<file path="src/rtl/uart_cmd_pkg.sv">
package uart_cmd_pkg;

  typedef enum logic [2:0] {
    MISC_NONE        = 3'd0,
    MISC_MR_PTR      = 3'd1,
    MISC_RX_RST      = 3'd2,
    MISC_TX_RST      = 3'd3,
    MISC_ERR_CLR     = 3'd4,
    MISC_BRK_INT_CLR = 3'd5,
    MISC_BRK_START   = 3'd6,
    MISC_BRK_STOP    = 3'd7
  } misc_cmd_e;

  typedef struct packed {
    logic tx_en;
    logic tx_dis;
    logic tx_rst;
    logic brk_start;
    logic brk_stop;
  } tx_act_t;

  typedef enum logic [1:0] {
    TX_IDLE,
    TX_SHIFT,
    TX_BREAK,
    TX_MARK
  } tx_state_e;

  localparam int unsigned N_STB = 4;
  // strobe order: mode pointer, receiver reset, error clear, break-change clear
  localparam misc_cmd_e STB_CODE [N_STB] =
    '{MISC_MR_PTR, MISC_RX_RST, MISC_ERR_CLR, MISC_BRK_INT_CLR};

endpackage

</file>
<file path="src/rtl/uart_cmd_decode.sv">
module uart_cmd_decode
  import uart_cmd_pkg::*;
(
  input  logic             clk_i,
  input  logic             rst_ni,
  input  logic             cmd_we_i,
  input  logic [6:0]       cmd_i,
  output tx_act_t          tx_act_o,
  output logic             rx_en_o,
  output logic [N_STB-1:0] stb_o
);

  logic [2:0] misc;
  logic       rx_off, rx_on;

  assign misc = cmd_i[6:4];

  always_comb begin
    tx_act_o           = '0;
    tx_act_o.tx_en     = cmd_we_i & cmd_i[2];
    tx_act_o.tx_dis    = cmd_we_i & cmd_i[3];
    tx_act_o.tx_rst    = cmd_we_i & (misc == MISC_TX_RST);
    tx_act_o.brk_start = cmd_we_i & (misc == MISC_BRK_START);
    tx_act_o.brk_stop  = cmd_we_i & (misc == MISC_BRK_STOP);
  end

  assign rx_off = cmd_we_i & (cmd_i[1] | (misc == MISC_RX_RST));
  assign rx_on  = cmd_we_i & cmd_i[0];

  always_ff @(posedge clk_i or negedge rst_ni) begin
    if (!rst_ni)     rx_en_o <= 1'b0;
    else if (rx_off) rx_en_o <= 1'b0;
    else if (rx_on)  rx_en_o <= 1'b1;
  end

  for (genvar g = 0; g < N_STB; g++) begin : g_stb
    always_ff @(posedge clk_i or negedge rst_ni) begin
      if (!rst_ni) stb_o[g] <= 1'b0;
      else         stb_o[g] <= cmd_we_i & (misc == STB_CODE[g]);
    end
  end

endmodule

</file>
<file path="src/rtl/uart_bit_timer.sv">
module uart_bit_timer #(
  parameter int unsigned OVS = 16
) (
  input  logic clk_i,
  input  logic rst_ni,
  input  logic clr_i,
  input  logic tick_i,
  output logic bit_stb_o
);

  localparam int unsigned CNT_W = (OVS > 2) ? $clog2(OVS) : 1;
  localparam logic [CNT_W-1:0] CNT_MAX = CNT_W'(OVS - 1);

  logic [CNT_W-1:0] cnt_q;

  assign bit_stb_o = tick_i & (cnt_q == CNT_MAX);

  always_ff @(posedge clk_i or negedge rst_ni) begin
    if (!rst_ni)        cnt_q <= '0;
    else if (clr_i)     cnt_q <= '0;
    else if (bit_stb_o) cnt_q <= '0;
    else if (tick_i)    cnt_q <= cnt_q + CNT_W'(1);
  end

endmodule

</file>
<file path="src/rtl/uart_tx_engine.sv">
module uart_tx_engine
  import uart_cmd_pkg::*;
#(
  parameter int unsigned DATA_W = 8,
  parameter int unsigned OVS    = 16
) (
  input  logic              clk_i,
  input  logic              rst_ni,
  input  tx_act_t           act_i,
  input  logic              data_we_i,
  input  logic [DATA_W-1:0] data_i,
  input  logic              tick_i,
  output logic              txd_o,
  output logic              tx_rdy_o,
  output logic              tx_empty_o
);

  localparam int unsigned IDX_W = $clog2(DATA_W + 2);
  localparam logic [IDX_W-1:0] IDX_LAST = IDX_W'(DATA_W + 1);

  tx_state_e         state_q;
  logic              tx_en_q, brk_req_q, thr_full_q, txd_q;
  logic [DATA_W-1:0] thr_q;
  logic [DATA_W:0]   sh_q;
  logic [IDX_W-1:0]  idx_q;

  logic bit_stb, wr_ok, can_launch;
  logic launch_chr, launch_brk, go_idle, shift_step, to_mark;

  uart_bit_timer #(.OVS(OVS)) u_timer (
    .clk_i    (clk_i),
    .rst_ni   (rst_ni),
    .clr_i    (act_i.tx_rst),
    .tick_i   (tick_i),
    .bit_stb_o(bit_stb)
  );

  assign tx_rdy_o   = tx_en_q & ~thr_full_q;
  assign tx_empty_o = tx_rdy_o & (state_q == TX_IDLE);
  assign txd_o      = txd_q;
  assign wr_ok      = data_we_i & tx_rdy_o;

  // boundary where the next line activity may be chosen
  assign can_launch = (state_q == TX_IDLE) | (state_q == TX_MARK) |
                      ((state_q == TX_SHIFT) & (idx_q == IDX_LAST));
  assign launch_chr = bit_stb & can_launch & thr_full_q;
  assign launch_brk = bit_stb & can_launch & ~thr_full_q & brk_req_q;
  assign go_idle    = bit_stb & can_launch & ~thr_full_q & ~brk_req_q;
  assign shift_step = bit_stb & (state_q == TX_SHIFT) & (idx_q != IDX_LAST);
  assign to_mark    = bit_stb & (state_q == TX_BREAK) & ~brk_req_q;

  always_ff @(posedge clk_i or negedge rst_ni) begin
    if (!rst_ni) begin
      state_q    <= TX_IDLE;
      tx_en_q    <= 1'b0;
      brk_req_q  <= 1'b0;
      thr_full_q <= 1'b0;
      thr_q      <= '0;
      sh_q       <= '1;
      idx_q      <= '0;
      txd_q      <= 1'b1;
    end else if (act_i.tx_rst) begin
      state_q    <= TX_IDLE;
      tx_en_q    <= 1'b0;
      brk_req_q  <= 1'b0;
      thr_full_q <= 1'b0;
      thr_q      <= '0;
      sh_q       <= '1;
      idx_q      <= '0;
      txd_q      <= 1'b1;
    end else begin
      if (act_i.tx_dis)     tx_en_q <= 1'b0;
      else if (act_i.tx_en) tx_en_q <= 1'b1;

      if (act_i.brk_stop)                      brk_req_q <= 1'b0;
      else if (act_i.brk_start && tx_en_q)     brk_req_q <= 1'b1;

      if (wr_ok) begin
        thr_full_q <= 1'b1;
        thr_q      <= data_i;
      end else if (launch_chr) begin
        thr_full_q <= 1'b0;
      end

      if (launch_chr) begin
        state_q <= TX_SHIFT;
        txd_q   <= 1'b0;
        sh_q    <= {1'b1, thr_q};
        idx_q   <= '0;
      end else if (launch_brk) begin
        state_q <= TX_BREAK;
        txd_q   <= 1'b0;
      end else if (go_idle) begin
        state_q <= TX_IDLE;
        txd_q   <= 1'b1;
      end else if (shift_step) begin
        txd_q <= sh_q[0];
        sh_q  <= {1'b1, sh_q[DATA_W:1]};
        idx_q <= idx_q + IDX_W'(1);
      end else if (to_mark) begin
        state_q <= TX_MARK;
        txd_q   <= 1'b1;
      end
    end
  end

endmodule

</file>
<file path="src/rtl/uart_cmd_tx.sv">
module uart_cmd_tx
  import uart_cmd_pkg::*;
#(
  parameter int unsigned DATA_W = 8,
  parameter int unsigned OVS    = 16
) (
  input  logic              clk_i,
  input  logic              rst_ni,
  input  logic              cmd_we_i,
  input  logic [7:0]        cmd_i,
  input  logic              data_we_i,
  input  logic [DATA_W-1:0] data_i,
  input  logic              tick16_i,
  output logic              txd_o,
  output logic              tx_rdy_o,
  output logic              tx_empty_o,
  output logic              rx_en_o,
  output logic              mr_ptr_rst_o,
  output logic              rx_rst_o,
  output logic              err_clr_o,
  output logic              brk_int_clr_o
);

  tx_act_t          tx_act;
  logic [N_STB-1:0] stb;
  logic             unused_cmd_msb;

  assign unused_cmd_msb = cmd_i[7];

  uart_cmd_decode u_dec (
    .clk_i   (clk_i),
    .rst_ni  (rst_ni),
    .cmd_we_i(cmd_we_i),
    .cmd_i   (cmd_i[6:0]),
    .tx_act_o(tx_act),
    .rx_en_o (rx_en_o),
    .stb_o   (stb)
  );

  uart_tx_engine #(.DATA_W(DATA_W), .OVS(OVS)) u_tx (
    .clk_i     (clk_i),
    .rst_ni    (rst_ni),
    .act_i     (tx_act),
    .data_we_i (data_we_i),
    .data_i    (data_i),
    .tick_i    (tick16_i),
    .txd_o     (txd_o),
    .tx_rdy_o  (tx_rdy_o),
    .tx_empty_o(tx_empty_o)
  );

  assign mr_ptr_rst_o  = stb[0];
  assign rx_rst_o      = stb[1];
  assign err_clr_o     = stb[2];
  assign brk_int_clr_o = stb[3];

endmodule

</file>
<file path="config.mk">
export PLATFORM = sky130hd
export DESIGN_NAME = uart_cmd_tx
export DESIGN_NICKNAME = d
export VERILOG_FILES = /design/src/rtl/uart_cmd_pkg.sv /design/src/rtl/uart_cmd_decode.sv /design/src/rtl/uart_bit_timer.sv /design/src/rtl/uart_tx_engine.sv /design/src/rtl/uart_cmd_tx.sv
export SDC_FILE = /design/constraint.sdc
export NUM_CORES = 1
export LEC_CHECK = 0
export BUFFER_PORTS_ARGS = -buffer_cell sky130_fd_sc_hd__buf_4
export CELL_PAD_IN_SITES_DETAIL_PLACEMENT = 1
export CELL_PAD_IN_SITES_GLOBAL_PLACEMENT = 1
export CORE_AREA = 4 4 96 53
export DETAILED_ROUTE_END_ITERATION = 10
export DIE_AREA = 0 0 100 57
export PLACE_DENSITY_LB_ADDON = 0.1
export SKIP_CTS_REPAIR_TIMING = 1
export SYNTH_ARGS = -nofsm -noshare
export SYNTH_HDL_FRONTEND = slang
export SYNTH_SLANG_ARGS = --single-unit
</file>
<file path="constraint.sdc">
create_clock -name clk_i -period 1.8 [get_ports clk_i]
set_input_delay 0.36 -clock clk_i [delete_from_list [all_inputs] [get_ports clk_i]]
set_output_delay 0.36 -clock clk_i [all_outputs]
set_load 0.03 [all_outputs]
</file>
==> results.tsv, run 1 <==
stage	metric	value	unit
outcome	status	finished clean	
cells_and_area	# fillers	463	
timing	final critical-path required period	1.78	ns
timing	Worst-Margin Slew	0.456	ns
yosys	EDFF count, synth	0	
cts	clock tree sinks	35	
timing	final worst path period share	0.990	
placement	DP Area	2120	sq um
global_routing	global-route wire length before repair	7780	um
power	PD cells	1320	nW/um^2
yosys	sequential-to-total area share from yosys stat	0.503	
setup_path	crit-path cells	buf_4, ha_4, and4b_2, o21ai_2, o211ai_4, buf_12, o22a_1	
placement	Port-buffer cells	27	
cells_and_area	multi-input logic area	838	sq um
floorplan	Row Count	17	
timing	Max Transition Viols Final	0	
yosys	synth unique cells	42	
yosys	largest cells by area after synthesis	dfrtp_1 37%, dfstp_2 13%, mux2i_1 5.1%, a21oi_1 4.3%, ha_1 4.3%	
yosys	share of the synthesized area in the top cell type	0.369	
route	DRT met1 WL	2190	um
cts	Root Driver	clkbuf_8	
route	Via density	5.41	
setup_path	Crit. End Element	flip-flop	
route	highest routed layer	met4	
hold_path	Hold Crit Class	input port to asynchronous set/reset pin	
global_routing	vias in the first global route	1555	
yosys	synthesized area	1760	sq um
timing	setup TNS	0	ns
cells_and_area	proportion of layout cells with a drive suffix above 1	0.351	
setup_path	CP max FO	8	
setup_path	max incr delay on CP	0.41	ns
cts	maximum clock path buffer count	2	
setup_path	worst path buffer plus inverter count	2	
power	leakage	0.00102	uW
route	met2 WL	2130	um
cells_and_area	Antenna Cells	0	
setup_path	Reg2Reg Depth	7	
placement	Final GP Congestion	0.796	
cells_and_area	final design utilization	0.537	
route	vias after detailed routing	1449	
setup_path	reg2reg end	u_tx.sh_q[7]	
yosys	Yosys Warn Count	0	
setup_path	reg2reg start	u_tx.state_q[0]	
yosys	cells after synthesis	168	
yosys	Synth Register Bits	35	
route	router iterations before antenna repair	4	
power	Power, Total	3010	uW
global_routing	Global Route Usage Sum	0.176	
cells_and_area	final instance area	2270	sq um
yosys	most common cell in the netlist	dfrtp_1	
yosys	Avg Cell Area, Syn	10.5	sq um
timing	Post-Route Skew	0.00433	ns
yosys	leading area contributor after synthesis	dfrtp_1	
cts	clk_lat worst skew	0.29	ns
route	DR WL/cell	17.0	um
setup_path	slowest cell on the critical path	dfrtp_1	
floorplan	die area	5700	sq um
floorplan	Die H	57	um
yosys	syn_nets	195	
cells_and_area	area added between synthesis and finish	29.0	%
yosys	ys async rst share	1.00	
timing	normalized max-slew margin	0.696	
floorplan	Die Wd	100	um
global_routing	largest net degree at the start of global routing	36	
cells_and_area	Register Area	887	sq um
placement	Place WS	-0.00494	ns
cts	Max H-tree Level	2	
setup_path	type of origin of the critical path	flip-flop	
cts	Inserted Clock Buffers	5	
power	Max VDD drop	0.442	mV
setup_path	Crit Path Class	flip-flop to flip-flop	
global_routing	initial antenna violation count	0	
setup_path	Arr. time, crit path	2.01	ns
cts	clock-pin slew on the worst setup and hold paths	0.07	ns
cells_and_area	Final nets	237	
setup_path	CP top delay family	compound AO/OA/AOI/OAI gates	
timing	Max Fclk	0.561	GHz
job	max_cap viols	0	
yosys	ys flop type	dfrtp_1	
floorplan	I/O Pins	29	
route	drt total wl	4550	um
setup_path	Worst R2R Setup Slack	0.02	ns
placement	dpl hpwl	3360	um
floorplan	core area	4230	sq um
yosys	Synth top cells by count	26 x dfrtp_1, 15 x a21oi_1, 14 x nand2_1, 12 x inv_1	
timing	Final Hold Fails	0	
route	drt first-iter violations	62	
timing	Final setup viols	0	
route	antenna-violating nets left	0	
global_routing	GR Overflow Total	0	
route	routed wl met3	164	um
timing	setup ws final	0.0174	ns
floorplan	Starting Density	0.416	
setup_path	Req. time, crit path	2.02	ns
route	# DRC	0	
cts	CTS tree	yes	
==> cells in the final DEF (no fill, tap or decap), types with 2 or more instances in the layout <==
master / netlist / routed
a211oi_1: 2 / 2
a21oi_1: 15 / 15
a31oi_1: 2 / 2
buf_4: 2 / 41
clkbuf_8: 0 / 7
dfrtp_1: 26 / 26
dfstp_2: 9 / 9
ha_1: 6 / 3
ha_4: 0 / 2
inv_1: 12 / 11
mux2i_1: 9 / 9
nand2_1: 14 / 14
nand2b_1: 3 / 3
nand3_1: 10 / 10
nand3b_1: 2 / 2
nand4_1: 2 / 2
nand4b_1: 2 / 2
nor2_1: 10 / 10
o21ai_0: 3 / 3
o22ai_1: 2 / 2
o32ai_1: 7 / 7
or3_1: 2 / 2
xor2_1: 3 / 3
==> cell type report <==
| type | count | share of cell area |
|---|---|---|
| clock buffer | 7 | 0.0424 |
| clock inverter | 1 | 0.00330 |
| inverter | 12 | 0.0198 |
| multi-input combinational | 114 | 0.369 |
| sequential | 35 | 0.390 |
| tap | 57 | 0.0314 |
| timing repair buffer | 42 | 0.144 |
==> logic make-up (layout without fill, tap and decap cells) <==
| family | Yosys count | count (layout) | share of synthesized area |
|---|---|---|---|
| fa+ha+maj | 6 | 6 | 0.0426 |
| buf+inv | 19 | 62 | 0.0468 |
| simple gates | 54 | 54 | 0.165 |
| flops | 35 | 35 | 0.503 |
| mux | 10 | 10 | 0.0575 |
| compound gates | 41 | 41 | 0.170 |
| xor+xnor | 3 | 3 | 0.0149 |
==> routing by layer <==
| layer | vias up | GRT usage |
|---|---|---|
| met5 | - | 0 |
| met1 | 727 | 0.238 |
| met3 | 7 | 0.0452 |
| met2 | 26 | 0.279 |
| li1 | 689 | - |
| met4 | 0 | 0.0576 |
==> metrics by stage <==
stage / hold slack, ns / cells
2_1_floorplan: 0.0644 / 168
3_3_place_gp: 0.340 / 259
3_5_place_dp: 0.346 / 259
4_1_cts: 0.0280 / 267
5_1_grt: 0.0464 / 268
6_report: 0.0146 / 268
==> how the worst max path moves through the flow <==
stage	start	end	slack [ns]	cells after the start
detailed placement	u_tx.state_q[1]	u_tx.idx_q[3]	-0.005	6
finish	u_tx.state_q[0]	u_tx.sh_q[7]	0.02	7
global route	u_tx.state_q[0]	u_tx.sh_q[7]	-0.02	7
CTS	u_tx.state_q[1]	u_tx.idx_q[3]	-0.03	6
global placement	u_tx.u_timer.cnt_q[0]	u_tx.sh_q[3]	0.09	6
floorplan	u_tx.thr_full_q	tx_empty_o	0.03	3
==> sequential cells by signal, indices dropped and copies added, names as in the netlist <==
register	cells
u_tx.thr_full_q	1
u_tx.idx_q	4
u_dec.stb_o	4
u_dec.rx_en_o	1
u_tx.sh_q	8
u_tx.brk_req_q	1
u_tx.u_timer.cnt_q	4
u_tx.state_q	2
u_tx.thr_q	8
u_tx.txd_o	1
u_tx.tx_en_q	1
==> power breakdown <==
group	internal, uW	leakage (uW)	switching (uW)	total (uW)
combinational	516	0.000538	550	1070
sequential	1100	0.000436	188	1290
clock	348	0.0000505	307	656
No activity file was read; power rests on OpenSTA's default activity.
==> inputs of run 2 (changes only) <==
BUFFER_PORTS_ARGS = default   (was -buffer_cell sky130_fd_sc_hd__buf_4)
CORE_AREA = 4 4 94 52   (was 4 4 96 53)
DIE_AREA = 0 0 98 56   (was 0 0 100 57)
DONT_BUFFER_PORTS = 1   (was default)
==> results.tsv, run 2 (synthesized netlist as in run 1, its figures left out) <==
stage	metric	value	unit
cts	Max H-tree Level	2	
power	Power, Total	3030	uW
setup_path	Req. time, crit path	1.44	ns
cts	CTS tree	yes	
power	Clk network pwr share	0.244	
placement	Final GP Congestion	0.816	
cells_and_area	commonest non-fill, non-tap cell in the layout	dfrtp_1	
global_routing	GR Overflow Total	0	
floorplan	core area	4150	sq um
cells_and_area	multi-input logic area	836	sq um
floorplan	die area	5490	sq um
global_routing	initial antenna violation count	0	
cells_and_area	proportion of layout cells with a drive suffix above 1	0.262	
cells_and_area	Antenna Cells	0	
setup_path	type of origin of the critical path	flip-flop	
power	Max VDD drop	0.486	mV
route	drt total wl	4370	um
timing	Post-Route Skew	0.0107	ns
timing	Worst-Margin Slew	0.458	ns
route	vias after detailed routing	1343	
floorplan	Row Count	17	
timing	setup TNS	0	ns
timing	final worst path period share	0.939	
timing	Fin Hold WS	0.141	ns
cells_and_area	area added between synthesis and finish	20.3	%
route	Via density	5.50	
setup_path	Crit Path Class	flip-flop to output pin	
cts	clock-pin slew on the worst setup and hold paths	0.07	ns
floorplan	Die H	56	um
power	share of power burned in registers	0.433	
route	# DRC	0	
placement	Port-buffer cells	0	
hold_path	Hold Crit Class	input port to flip-flop	
outcome	status	finished clean	
timing	final critical-path required period	1.69	ns
global_routing	Global Route Usage Sum	0.168	
global_routing	M2 GR Usage	0.250	
power	switching power	1010	uW
global_routing	vias in the first global route	1452	
cells_and_area	Final nets	213	
cells_and_area	commonest non-fill, non-tap cells in the layout	25 x dfrtp_1, 15 x a21oi_1, 15 x buf_4	
power	Internal Power	2030	uW
route	DR WL/cell	17.9	um
power	PD cells	1430	nW/um^2
setup_path	Crit. End Element	output pin	
global_routing	largest net degree at the start of global routing	36	
power	leakage	0.000918	uW
timing	Max Transition Viols Final	0	
power	Sw Ratio	0.332	
route	antenna-violating nets left	0	
cells_and_area	Largest regs	u_tx.sh_q (8), u_tx.thr_q (8)	
timing	Max Fclk	0.592	GHz
global_routing	global-route wire length before repair	7400	um
timing	normalized max-slew margin	0.693	
global_routing	most crowded layer after global routing	met2	
global_routing	routing usage on met1	0.246	
cts	clock tree sinks	35	
power	Comb power frac	0.323	
floorplan	Starting Density	0.425	
placement	dpl hpwl	3050	um
timing	Final Hold Fails	0	
cts	maximum clock path buffer count	2	
route	router iterations before antenna repair	4	
timing	Final setup viols	0	
cts	clk_lat worst skew	0.28	ns
setup_path	Arr. time, crit path	1.33	ns
cells_and_area	Register Area	888	sq um
floorplan	Die Wd	98	um
cts	Root Driver	clkbuf_8	
job	max_cap viols	0	
cells_and_area	# fillers	462	
floorplan	I/O Pins	29	
setup_path	CP max FO	7	
global_routing	M3 GR Usage	0.0426	
route	drt first-iter violations	76	
cts	Inserted Clock Buffers	5	
==> run 2: cell count changes in the layout (fill, tap and decap cells not counted) <==
cell,previous run,this run
clkinv_2,0,1
bufinv_16,0,1
buf_4,41,15
dfrtp_2,0,1
dlygate4sd3_1,0,1
clkbuf_8,7,6
clkinvlp_4,1,0
dfrtp_1,26,25
buf_12,1,2
nor2b_2,1,0
nor2b_1,0,1
==> run 2: through the flow <==
stage | util | setup WS, ns | std cells | cell area [sq um]
2_1_floorplan | - | 0.0322 | 168 | 1760
3_3_place_gp | 0.460 | 0.106 | 231 | 1910
3_5_place_dp | 0.460 | 0.0194 | 231 | 1910
4_1_cts | 0.488 | -0.0151 | 239 | 2020
5_1_grt | 0.511 | -0.0215 | 244 | 2120
6_report | 0.511 | 0.110 | 244 | 2120
==> run 2: power by group through the flow <==
stage	Sequential (uW)	Clock [uW]	Combinational [uW]
2_1_floorplan	1270	0	593
3_3_place_gp	1300	0	790
3_5_place_dp	1320	0	843
4_1_cts	1310	761	850
5_1_grt	1350	799	1120
6_report	1310	741	979
==> run 2: worst paths after layout <==
kind / startpoint / end / slack, ns / depth (start not counted)
max: u_tx.thr_full_q / tx_rdy_o / 0.11 / 3
min: cmd_i[5] / u_dec.stb_o[2] / 0.14 / 1
max reg2reg: u_tx.state_q[0] / u_tx.idx_q[3] / 0.11 / 6
min reg2reg: u_tx.sh_q[2] / u_tx.sh_q[2] / 0.48 / 2
max in group asynchronous: rst_ni / u_tx.sh_q[7] / 1.00 / 2
min in group asynchronous: rst_ni / u_dec.stb_o[0] / 0.54 / 2
==> run 2: layout make-up <==
type | count | area share
clock buffers | 6 | 0.0389
repair buffers | 18 | 0.0767
inverters | 12 | 0.0212
multi-input cells | 114 | 0.394
well taps | 57 | 0.0336
flip-flops and latches | 35 | 0.419
clock inverters | 2 | 0.0165
==> run 2: routing by layer <==
layer	part of all wire	wire (um)	up-vias
met5	0	0	-
met4	0.0032	14	0
met3	0.034	149	2
met2	0.48	2080	18
met1	0.49	2130	681
li1	-	-	642
==> run 2: worst max-delay path: stages, from the launching register on <==
cell     delay, ns
dfrtp_1       0.46
nor2b_1       0.21
buf_4         0.19
buf_4         0.18
